--- config.mk ---
export PLATFORM = sky130hd
export DESIGN_NAME = thermal_guard
export DESIGN_NICKNAME = d
export VERILOG_FILES = /design/src/rtl/tg_pkg.sv /design/src/rtl/tg_apb_regs.sv /design/src/rtl/tg_refresh_timer.sv /design/src/rtl/tg_throttle_phase.sv /design/src/rtl/thermal_guard.sv
export SDC_FILE = /design/constraint.sdc
export NUM_CORES = 1
export LEC_CHECK = 0
export ABC_CLOCK_PERIOD_IN_PS = 4230
export BUFFER_PORTS_ARGS = -buffer_cell sky130_fd_sc_hd__buf_4
export CAP_MARGIN = 20
export CORE_ASPECT_RATIO = 0.75
export CORE_MARGIN = 3
export CORE_UTILIZATION = 55
export CTS_BUF_LIST = sky130_fd_sc_hd__clkbuf_8
export DETAILED_ROUTE_END_ITERATION = 7
export HOLD_SLACK_MARGIN = 0.08
export PLACE_DENSITY = 0.9
export REMOVE_ABC_BUFFERS = 1
export SLEW_MARGIN = 10
export SYNTH_ARGS = -nofsm -noshare
export SYNTH_HDL_FRONTEND = slang
export SYNTH_SLANG_ARGS = --single-unit
export TNS_END_PERCENT = 1
--- constraint.sdc ---
create_clock -name clk -period 4.23 [get_ports clk]
set_input_delay 0.846 -clock clk [delete_from_list [all_inputs] [get_ports clk]]
set_output_delay 0.846 -clock clk [all_outputs]
set_load 0.1 [all_outputs]
--- src/rtl/tg_pkg.sv ---
package tg_pkg;
    typedef enum logic [1:0] {
        ST_RUN      = 2'd0,
        ST_THROTTLE = 2'd1,
        ST_TRIPPED  = 2'd2
    } tg_state_e;

    localparam logic [1:0] SEL_REFRESH  = 2'd0;
    localparam logic [1:0] SEL_THROTTLE = 2'd1;
    localparam logic [1:0] SEL_RATIO    = 2'd2;

    // Hotter code -> shorter interval, never below one cycle.
    function automatic int unsigned refresh_interval(input int unsigned base,
                                                     input logic [2:0] code);
        int unsigned v;
        v = base >> code;
        return (v == 0) ? 1 : v;
    endfunction
endpackage

--- src/rtl/tg_apb_regs.sv ---
module tg_apb_regs #(
    parameter int          AW        = 4,
    parameter int          DW        = 8,
    parameter logic [7:0]  RATIO_RST = 8'h31
) (
    input  logic          clk,
    input  logic          rst_n,
    input  logic          psel,
    input  logic          penable,
    input  logic          pwrite,
    input  logic [AW-1:0] paddr,
    input  logic [DW-1:0] pwdata,
    output logic [DW-1:0] prdata,
    input  logic          refresh_taken,
    output logic          user_pend,
    output logic          thr_en,
    output logic [2:0]    thr_level,
    output logic [3:0]    ratio_n,
    output logic [3:0]    ratio_pm1
);
    import tg_pkg::*;

    logic       wr;
    logic [1:0] sel;
    logic [3:0] thr_reg;
    logic [7:0] ratio_reg;

    assign wr  = psel & penable & pwrite;
    assign sel = paddr[3:2];

    always_ff @(posedge clk or negedge rst_n) begin
        if (!rst_n) begin
            user_pend <= 1'b0;
            thr_reg   <= '0;
            ratio_reg <= RATIO_RST;
        end else begin
            if (wr && sel == SEL_REFRESH && pwdata[0])
                user_pend <= 1'b1;
            else if (refresh_taken)
                user_pend <= 1'b0;
            if (wr && sel == SEL_THROTTLE)
                thr_reg <= pwdata[3:0];
            if (wr && sel == SEL_RATIO)
                ratio_reg <= pwdata[7:0];
        end
    end

    always_comb begin
        prdata = '0;
        if (psel && !pwrite) begin
            unique case (sel)
                SEL_REFRESH:  prdata[0]   = user_pend;
                SEL_THROTTLE: prdata[3:0] = thr_reg;
                SEL_RATIO:    prdata[7:0] = ratio_reg;
                default:      prdata      = '0;
            endcase
        end
    end

    assign thr_en    = thr_reg[3];
    assign thr_level = thr_reg[2:0];
    assign ratio_n   = ratio_reg[3:0];
    assign ratio_pm1 = ratio_reg[7:4];

    p_user_set_r5: assert property (@(posedge clk) disable iff (!rst_n)
        (wr && sel == SEL_REFRESH && pwdata[0]) |=> user_pend);

    p_user_hold_r5: assert property (@(posedge clk) disable iff (!rst_n)
        (user_pend && !refresh_taken) |=> user_pend);
endmodule

--- src/rtl/tg_refresh_timer.sv ---
module tg_refresh_timer #(
    parameter int BASE_INTERVAL = 256,
    parameter int CW            = $clog2(BASE_INTERVAL + 1)
) (
    input  logic       clk,
    input  logic       rst_n,
    input  logic [2:0] temp_code,
    input  logic       refresh_taken,
    output logic       auto_pend
);
    import tg_pkg::*;

    logic [CW-1:0] cnt;
    logic [CW-1:0] iv;
    logic [CW-1:0] eff;

    assign iv  = CW'(refresh_interval(BASE_INTERVAL, temp_code));
    assign eff = (cnt < iv) ? cnt : iv;

    always_ff @(posedge clk or negedge rst_n) begin
        if (!rst_n) begin
            cnt       <= CW'(BASE_INTERVAL);
            auto_pend <= 1'b0;
        end else if (refresh_taken) begin
            cnt       <= iv;
            auto_pend <= 1'b0;
        end else if (!auto_pend) begin
            if (eff <= CW'(1)) begin
                cnt       <= '0;
                auto_pend <= 1'b1;
            end else begin
                cnt <= eff - CW'(1);
            end
        end
    end

    p_ack_clears_r4: assert property (@(posedge clk) disable iff (!rst_n)
        refresh_taken |=> !auto_pend);

    p_pend_holds_r4: assert property (@(posedge clk) disable iff (!rst_n)
        (auto_pend && !refresh_taken) |=> auto_pend);
endmodule

--- src/rtl/tg_throttle_phase.sv ---
module tg_throttle_phase #(
    parameter int PW = 4
) (
    input  logic          clk,
    input  logic          rst_n,
    input  logic          active,
    input  logic [PW-1:0] period_m1,
    input  logic [PW-1:0] nblock,
    output logic          block
);
    logic [PW-1:0] phase;

    always_ff @(posedge clk or negedge rst_n) begin
        if (!rst_n)
            phase <= '0;
        else if (!active || phase >= period_m1)
            phase <= '0;
        else
            phase <= phase + PW'(1);
    end

    assign block = active && (phase < nblock);

    p_first_block_r7: assert property (@(posedge clk) disable iff (!rst_n)
        ($rose(active) && nblock != '0) |-> block);

    p_wrap_r7: assert property (@(posedge clk) disable iff (!rst_n)
        (active && phase >= period_m1) |=> (phase == '0));
endmodule

--- src/rtl/thermal_guard.sv ---
module thermal_guard #(
    parameter int         BASE_INTERVAL = 256,
    parameter logic [7:0] RATIO_RST     = 8'h31
) (
    input  logic       clk,
    input  logic       rst_n,
    input  logic [2:0] temp_code,
    input  logic       trip_in,
    input  logic       refresh_ack,
    output logic       refresh_req,
    input  logic       ctl_awready,
    input  logic       ctl_wready,
    input  logic       ctl_arready,
    output logic       usr_awready,
    output logic       usr_wready,
    output logic       usr_arready,
    output logic       stall,
    input  logic       psel,
    input  logic       penable,
    input  logic       pwrite,
    input  logic [3:0] paddr,
    input  logic [7:0] pwdata,
    output logic [7:0] prdata
);
    import tg_pkg::*;

    localparam int CW = $clog2(BASE_INTERVAL + 1);

    tg_state_e  state, state_nx;
    logic       user_pend, auto_pend, taken;
    logic       thr_en, over_level, thr_block;
    logic [2:0] thr_level;
    logic [3:0] ratio_n, ratio_pm1;

    tg_apb_regs #(.AW(4), .DW(8), .RATIO_RST(RATIO_RST)) u_regs (
        .clk(clk), .rst_n(rst_n),
        .psel(psel), .penable(penable), .pwrite(pwrite),
        .paddr(paddr), .pwdata(pwdata), .prdata(prdata),
        .refresh_taken(taken), .user_pend(user_pend),
        .thr_en(thr_en), .thr_level(thr_level),
        .ratio_n(ratio_n), .ratio_pm1(ratio_pm1)
    );

    tg_refresh_timer #(.BASE_INTERVAL(BASE_INTERVAL), .CW(CW)) u_timer (
        .clk(clk), .rst_n(rst_n), .temp_code(temp_code),
        .refresh_taken(taken), .auto_pend(auto_pend)
    );

    tg_throttle_phase #(.PW(4)) u_phase (
        .clk(clk), .rst_n(rst_n), .active(state == ST_THROTTLE),
        .period_m1(ratio_pm1), .nblock(ratio_n), .block(thr_block)
    );

    assign over_level = thr_en && (temp_code >= thr_level);

    // State register
    always_ff @(posedge clk or negedge rst_n) begin
        if (!rst_n) state <= ST_RUN;
        else        state <= state_nx;
    end

    // Next-state logic
    always_comb begin
        state_nx = state;
        unique case (state)
            ST_RUN: begin
                if (trip_in)         state_nx = ST_TRIPPED;
                else if (over_level) state_nx = ST_THROTTLE;
            end
            ST_THROTTLE: begin
                if (trip_in)          state_nx = ST_TRIPPED;
                else if (!over_level) state_nx = ST_RUN;
            end
            ST_TRIPPED: state_nx = ST_TRIPPED;
            default:    state_nx = ST_TRIPPED;
        endcase
    end

    // Outputs
    always_comb begin
        stall       = 1'b0;
        refresh_req = 1'b0;
        unique case (state)
            ST_RUN: begin
                refresh_req = auto_pend | user_pend;
            end
            ST_THROTTLE: begin
                refresh_req = auto_pend | user_pend;
                stall       = thr_block;
            end
            ST_TRIPPED: begin
                stall = 1'b1;
            end
            default: stall = 1'b1;
        endcase
        usr_awready = ctl_awready & ~stall;
        usr_wready  = ctl_wready  & ~stall;
        usr_arready = ctl_arready & ~stall;
    end

    assign taken = refresh_ack & refresh_req;

    p_trip_sticky_r9: assert property (@(posedge clk) disable iff (!rst_n)
        (state == ST_TRIPPED) |=> (state == ST_TRIPPED) && stall);

    p_trip_enter_r9: assert property (@(posedge clk) disable iff (!rst_n)
        trip_in |=> stall);

    p_trip_no_refresh_r10: assert property (@(posedge clk) disable iff (!rst_n)
        trip_in |=> !refresh_req);

    p_throttle_entry_r6: assert property (@(posedge clk) disable iff (!rst_n)
        (state == ST_RUN && over_level && !trip_in) |=> (state == ST_THROTTLE));

    p_throttle_exit_r6: assert property (@(posedge clk) disable iff (!rst_n)
        (state == ST_THROTTLE && !over_level && !trip_in) |=> (state == ST_RUN));
endmodule

# Yosys cells after proc, flatten, opt, wreduce, memory -nomap -nowiden
# Cells that the tools add are included.
# op_classes
muxes	22
shifts	1
bitwise_logic	8
eq_ne	6
reduce_logical	16
addsub	2
n_lt_le_gt_ge	5
# op_table
operator	count
two-way mux 9 bit	5
logical NOT 32 bit	1
right shift 9 x 3 -> 32 bit, first input constant	1
<= comparator 9 x 1 -> 1 bit, second input constant	1
< comparator 9 bit	1
subtractor 9 x 1 -> 9 bit, second input constant	1
two-way mux 2 bit	4
two-way mux 4 bit	2
two-way mux 8 bit	1
logical AND 1 bit	7
AND 1 bit	6
two-way mux 1 bit	6
!= test 3 bit, second input constant	2
one-hot mux 3 bit (2 select lines)	1
adder 4 x 1 -> 4 bit, second input constant	1
equality test 2 x 1 -> 1 bit, second input constant	2
>= comparator 4 bit	1
logical NOT 2 bit	2
< comparator 4 bit	1
one-hot mux 2 bit (2 select lines)	1
>= comparator 3 bit	1
one-hot mux 1 bit (3 select lines)	1
equality test 2 bit, second input constant	1
logical NOT 1 bit	2
8 further kinds	8
# totals
ff_bits	29
elab_cells	67
input_bits	25

# Longest topological paths before layout
# Gate-level depths: netlist of the first run.
# depth
depth_word	9
depth_mapped	15
depth_no_buf	13

# Hierarchy
# From an unflattened synthesis of the first run, not the netlist that was laid out.
# hier_totals
cells_unflattened	225
hier_area_um2	2239.6
# by_module_without_submodules
mod	area_per_inst_um2	cells_per_inst	n_inst
tg_refresh_timer	1052.3	113	1
tg_apb_regs	668.1	52	1
tg_throttle_phase	331.6	37	1
thermal_guard	187.7	23	1

# Worst setup path after synthesis of the first run
# No wires, ideal clock.
# synth_timing
path_type	input-to-output
startpoint	input port paddr[2]
endpoint	output port prdata[0]
path_buffers	1
required_ns	3.384
t_arrival_ns	3.583
stages	5
setup_slack_ns	-0.199
path_cell_list	inv_1 -> ha_1 -> clkbuf_1 -> a222oi_1 -> nor3b_1
# synth_between
elab_chain_cells	3
elab_cells_between_ends	5
classes_between	eq/ne: 2; mux: 2; reduce/logical: 1
# synth_lines
item	line_no	text
start, declared	thermal_guard.sv:21	input logic [3:0] paddr,
equality test 2 bit, or another cell as far along	tg_apb_regs.sv:51	unique case (sel)
one-hot mux 1 bit (3 select lines) *	tg_apb_regs.sv:51	
two-way mux 8 bit *	tg_apb_regs.sv:50	if (psel && !pwrite) begin
end, declared	thermal_guard.sv:23	output logic [7:0] prdata
# Every way passes the cells marked *; elsewhere a longest branch is shown, timed or not.

# Final worst setup path of the first run
# layout_timing
startpoint	input port temp_code[0]
endpoint	register u_timer.cnt[4]
# layout_between
elab_chain_cells	9
elab_cells_between_ends	10
classes_between	add/sub: 1; order compare: 2; shift: 1; mux: 5; reduce/logical: 1
# layout_lines
item	line_no	text
start, declared	thermal_guard.sv:7	input logic [2:0] temp_code,
right shift 9 x 3 -> 32 bit *	tg_pkg.sv:16	v = base >> code;
logical NOT 32 bit	tg_pkg.sv:17	return (v == 0) ? 1 : v;
two-way mux 9 bit *	tg_pkg.sv:17	
< comparator 9 bit	tg_refresh_timer.sv:18	assign eff = (cnt < iv) ? cnt : iv;
two-way mux 9 bit	tg_refresh_timer.sv:18	
subtractor 9 x 1 -> 9 bit / <= comparator 9 x 1 -> 1 bit (equally long branches)	tg_refresh_timer.sv:32, tg_refresh_timer.sv:28	
two-way mux 9 bit	tg_refresh_timer.sv:28	if (eff <= CW'(1)) begin
two-way mux 9 bit	tg_refresh_timer.sv:27	end else if (!auto_pend) begin
two-way mux 9 bit *	tg_refresh_timer.sv:24	end else if (refresh_taken) begin
end signal, assigned	tg_refresh_timer.sv:22	cnt <= CW'(BASE_INTERVAL);
end signal, assigned	tg_refresh_timer.sv:25	cnt <= iv;
end signal, assigned	tg_refresh_timer.sv:32	cnt <= eff - CW'(1);
end, declared	tg_refresh_timer.sv:13	logic [CW-1:0] cnt;
# Every way passes the cells marked *; elsewhere a longest branch is shown, timed or not. The select of a mux whose other input is x is not followed.
# A chain may end at the register's enable or synchronous reset.

==> results of run 1 <==
## cell families after synthesis
kind of cell	count (synthesis)
flip-flops	29
adder cells (fa/ha/maj)	24
AO/OA/AOI/OAI	53
multiplexers	15
AND/OR/NAND/NOR	75
XOR/XNOR	2
buffers and inverters	24
## metrics by stage
step / util / hold slack [ns] / setup WS (ns) / instances / instance area, sq um
floorplan: - / 0.453 / -0.0988 / 214 / 2050
global placement: 0.682 / 0.479 / 0.788 / 300 / 2380
detailed placement: 0.682 / 0.480 / 0.651 / 300 / 2380
CTS: 0.706 / 0.487 / 0.894 / 308 / 2460
global route: 0.706 / 0.494 / 0.622 / 308 / 2460
finish: 0.706 / 0.481 / 0.866 / 308 / 2460
## cell type report
class,count,area (sq um),share of cell area
repair buffers,36,270,0.110
inverters,16,60.1,0.0244
clock inverters,3,13.8,0.00558
multi-input cells,169,1260,0.511
well taps,50,62.6,0.0254
clock buffers,5,68.8,0.0279
flip-flops and latches,29,731,0.296
## worst max path at each step
stage | start | end | slack (ns) | cells after the start
after floorplan | paddr[2] | prdata[0] | -0.1 | 4
after global placement | temp_code[0] | u_timer.cnt[4] | 0.79 | 13
after detailed placement | temp_code[0] | u_timer.cnt[4] | 0.65 | 13
after CTS | temp_code[0] | u_timer.cnt[4] | 0.89 | 13
after global routing | temp_code[0] | u_timer.cnt[4] | 0.62 | 13
final | temp_code[0] | u_timer.cnt[4] | 0.87 | 13
## worst max-delay path, stage by stage
cell	delay (ns)
buf_4	0.14
inv_1	0.16
nand3_1	0.14
ha_1	0.31
a211oi_1	0.22
o22ai_1	0.13
a21oi_1	0.40
nor2_1	0.13
a21oi_1	0.15
ha_1	0.21
a21oi_1	0.11
o311ai_0	0.40
a32oi_1	0.17
## layout by cell type (no fill, tap or decap), drive strengths merged, types with 5 or more instances in the layout
cell type and n:
inv 17, nand3b 5, dfrtp 25, ha 24, nand3 7, and2 6
a21o 5, buf 36, and3 6, nand2 13, o21ai 9, clkbuf 5
mux2 15, a21oi 12, nor2 20
## routing by layer
layer  GRT usage  vias to the layer above  part of all wire
li1            -                      883                 -
met3      0.0497                        8             0.065
met2       0.370                       73              0.47
met5           0                        -                 0
met4      0.0685                        0             0.010
met1       0.326                      882              0.45
## where the power goes
| group | total [mW] | internal (mW) | switching (mW) |
|---|---|---|---|
| Combinational | 0.545 | 0.260 | 0.284 |
| Clock | 0.221 | 0.111 | 0.110 |
| Sequential | 0.464 | 0.357 | 0.107 |
==> results.json, run 1 <==
{
  "outcome": "finished clean",
  "fmax_mhz": 297,
  "cts_hold_buf": 0,
  "drt_wl_total_um": 5040,
  "numCtsBuffers": 5,
  "die_w_um": 77.7,
  "cts_tree": "done",
  "worst_pin_slew_ns": 0.538,
  "clkSinkCount": 29,
  "leakage_nw": 1.15,
  "powerDensity_mw_per_mm2": 499,
  "rsz0062_at_grt": "false",
  "critPathKind": "input port to register",
  "clockBufferDepth": 2,
  "finalCriticalPeriod_ns": 3.36,
  "hpwl_um": 3730,
  "syn_area_sq_mm": 0.00212,
  "fill_cells": 254,
  "slew_violations": 0,
  "grt_max_degree": 30,
  "cts_resized": 0,
  "reg2reg_from": "u_timer.cnt[2]",
  "synthArstFlopShare": 1.00,
  "synth_xor_area_frac": 0.00827,
  "io_buffers": 35,
  "synth_ff_type": "dfrtp_1",
  "ys_seq_area_frac": 0.345,
  "gp_congestion": 0.930,
  "clk_latency_ns": 0.29,
  "avgSynthCellArea_sq_um": 9.54,
  "fin_skew_ns": 0.00805,
  "synthTopCellsByCount": "dfrtp_1, ha_1, nor2_1",
  "synth_top_family_by_area": "simple AND/OR/NAND/NOR gates",
  "diodes": 0,
  "fp.coreArea_sq_mm": 0.00349,
  "overflow": 0,
  "synthAdderAreaFrac": 0.142,
  "hp-class": "input port to async pin",
  "synth_compound_area_frac": 0.168,
  "wire_per_inst_um": 16.4,
  "synth-simple-area-share": 0.197,
  "grt_usage": 0.234,
  "r2r_cells": 10,
  "post_cts_buffers": 0,
  "clkSlewWorstSetupHoldPaths_ns": 0.07,
  "antenna_found_initial": 0,
  "area_growth_pct": 16.4,
  "grt_pass1_vias": 1680,
  "synth_mux_area_frac": 0.0797,
  "dr.first_iter.drc_count": 219,
  "critPathArrivalTime_ns": 3.51,
  "synth_top_area_share": 0.295,
  "worstPathRequired_ns": 4.38,
  "synth_area_leaders": "dfrtp_1, ha_1, mux2_2",
  "crit_fanout": 7,
  "grt_pass1_wl_um": 8380,
  "r2r_end": "u_timer.cnt[4]",
  "total_power_mw": 1.23,
  "die_area_sq_mm": 0.00464,
  "relSlewSlack": 0.640,
  "hold_violations": 0,
  "synth.most_common_cell": "dfrtp_1",
  "synth_cells": 222,
  "ios": 38,
  "vias_per_cell": 5.99,
  "ys_warn_count": 0,
  "layout-drive-gt1-share": 0.264,
  "first_pass_iters": 5,
  "synth-seq-cells": 29,
  "die_h_um": 59.7,
  "layout.nets": 306,
  "synth-edff-count": 0,
  "root_buffer": "clkbuf_8",
  "cap_viol_max_count": 0,
  "ant_nets": 0,
  "h-tree-depth": 2,
  "largest_reg_flops": 9,
  "setup_tns_ns": 0,
  "end_kind": "register",
  "yosysUniqueCellTypes": 47,
  "ir_drop_mv": 0.300,
  "start_util": 0.607,
  "period_share": 0.795,
  "cp-start-kind": "input port",
  "vias": 1846,
  "placementRows": 18,
  "setup-violations-final": 0,
  "drc_errors": 0,
  "r2r_slack_ns": 1.39,
  "synth_top_cell_by_area": "dfrtp_1"
}
Power figures use the tool's default switching activity.
==> run 2, diff against run 1 <==
Settings changed: ABC_CLOCK_PERIOD_IN_PS 4230 to 2800, CORE_UTILIZATION 55 to 52, PLACE_DENSITY 0.9 to 0.89.
Clock period 4.23 ns to 2.8 ns, I/O delays scaled along.
==> results.json, run 2 (synthesis results as in run 1) <==
{
  "ant_nets": 0,
  "fmax_mhz": 372,
  "drt_wl_total_um": 4810,
  "p_comb_frac": 0.456,
  "die_h_um": 61.3,
  "dr.first_iter.drc_count": 172,
  "cp_num_buf_inv": 2,
  "top_layer": "met4",
  "wire_per_inst_um": 14.8,
  "setup_tns_ns": 0,
  "cts_tree": "done",
  "p_seq_frac": 0.372,
  "cp_slowest_cell": "ha_1",
  "post_cts_buffers": 0,
  "hpwl_um": 3690,
  "cts_resized": 0,
  "place_inst": 316,
  "leakage_nw": 1.22,
  "clkSinkCount": 29,
  "critPathTopFamily": "compound AO/OA/AOI/OAI gates",
  "slew_violations": 0,
  "p_int_mw": 1.14,
  "worst_pin_slew_ns": 0.539,
  "dr_wl_met3_um": 274,
  "fp.coreArea_sq_mm": 0.00378,
  "ios": 38,
  "grt_pass1_vias": 1660,
  "outcome": "finished clean",
  "layout-drive-gt1-share": 0.320,
  "power_switching_uw": 746,
  "grt_max_degree": 30,
  "overflow": 0,
  "clk_latency_ns": 0.28,
  "largest_reg_flops": 9,
  "root_buffer": "clkbuf_8",
  "crit_chain": "buf_4, nand3b_1, ha_1, a21oi_1, o22ai_1, a21oi_1, buf_4, nor2_2, a21oi_1, ha_1, and3_1, a211o_1, o31ai_1",
  "area_growth_pct": 22.9,
  "clockBufferDepth": 2,
  "holdWs_ns": 0.194,
  "setup-violations-final": 0,
  "end_kind": "register",
  "critPathKind": "input port to register",
  "placementRows": 19,
  "cap_viol_max_count": 0,
  "hp-class": "input port to async pin",
  "dr_wl_met2_um": 2160,
  "post_dp_cell_area_sq_mm": 0.00249,
  "final_common_cell": "buf_4",
  "final_cell_area_sq_mm": 0.00260,
  "start_util": 0.560,
  "period_share": 0.960,
  "gp_congestion": 0.879,
  "grt_pass1_wl_um": 8030,
  "final_cells": 324,
  "die_area_sq_mm": 0.00488,
  "first_pass_iters": 4,
  "die_w_um": 79.7,
  "io_buffers": 35,
  "h-tree-depth": 2,
  "worstPathRequired_ns": 2.99,
  "drc_errors": 0,
  "relSlewSlack": 0.640,
  "max_stage_delay_ns": 0.33,
  "rsz0062_at_grt": "true",
  "cts_hold_buf": 0,
  "critPathArrivalTime_ns": 2.88,
  "hold_violations": 0,
  "grt_usage": 0.215,
  "cp-start-kind": "input port",
  "vias_per_cell": 5.72,
  "layout.nets": 320,
  "numCtsBuffers": 5,
  "clkSlewWorstSetupHoldPaths_ns": 0.07,
  "p_clk_frac": 0.171,
  "vias": 1852,
  "antenna_found_initial": 0,
  "fin_skew_ns": 0.00745,
  "powerDensity_mw_per_mm2": 724,
  "drt-met1-wl_um": 2330,
  "fill_cells": 284,
  "swShare": 0.396,
  "final_cell_mix": "buf_4, dfrtp_1, ha_1",
  "crit_top_cell": "a21oi_1",
  "ir_drop_mv": 0.386,
  "crit_fanout": 8,
  "diodes": 0,
  "finalCriticalPeriod_ns": 2.69
}
## run 2: cell types whose count changed in the layout (fill, tap and decap cells not counted), sizes merged
cell and delta:
buf +14
## run 2: layer usage
layer,vias to the layer above,GRT usage
met3,7,0.0526
met5,-,0
li1,914,-
met4,0,0.0466
met1,872,0.310
met2,59,0.331
## run 2: layout make-up
class / count / area, sq um / area share
well taps: 52 / 65.1 / 0.0250
flip-flops and latches: 29 / 731 / 0.281
clock buffers: 5 / 68.8 / 0.0264
clock inverters: 3 / 13.8 / 0.00529
repair buffers: 50 / 390 / 0.150
multi-input cells: 169 / 1270 / 0.489
inverters: 16 / 60.1 / 0.0231
## run 2: metrics by stage
step / util / setup slack, ns / power (mW)
5_1_grt: 0.689 / -0.0486 / 2.04
3_5_place_dp: 0.659 / -0.202 / 1.52
3_3_place_gp: 0.659 / -0.162 / 1.49
4_1_cts: 0.681 / 0.0539 / 1.85
2_1_floorplan: - / -0.957 / 1.26
6_report: 0.689 / 0.113 / 1.88
## run 2: power by group through the flow
stage / registers (mW) / logic (mW) / clock network, mW
after floorplan: 0.652 / 0.612 / 0
after detailed placement: 0.701 / 0.823 / 0
after global placement: 0.695 / 0.793 / 0
after CTS: 0.694 / 0.828 / 0.330
final: 0.701 / 0.859 / 0.323
after global routing: 0.719 / 0.973 / 0.348
## run 2: worst register-to-register path, cell delays in order (launching register included)
cell and delay (ns):
dfrtp_1 0.46, ha_1 0.35, a21oi_1 0.07, o22ai_1 0.21, a21oi_1 0.10, buf_4 0.16, nor2_2 0.14, a21oi_1 0.06
ha_1 0.23, and3_1 0.15, a211o_1 0.31, o31ai_1 0.23
## run 2: path summary, 6_finish.rpt
| check | startpoint | to | slack, ns | cells after the start |
|---|---|---|---|---|
| max | temp_code[1] | u_timer.cnt[1] | 0.11 | 13 |
| min | rst_n | u_phase.phase[1] | 0.19 | 1 |
| max reg2reg | u_timer.cnt[4] | u_timer.cnt[1] | 0.25 | 11 |
| min reg2reg | u_phase.phase[0] | u_phase.phase[0] | 0.49 | 1 |
| max in group asynchronous | rst_n | u_regs.ratio_reg[5] | 2.28 | 1 |
| min in group clk | u_phase.phase[0] | u_phase.phase[0] | 0.49 | 1 |
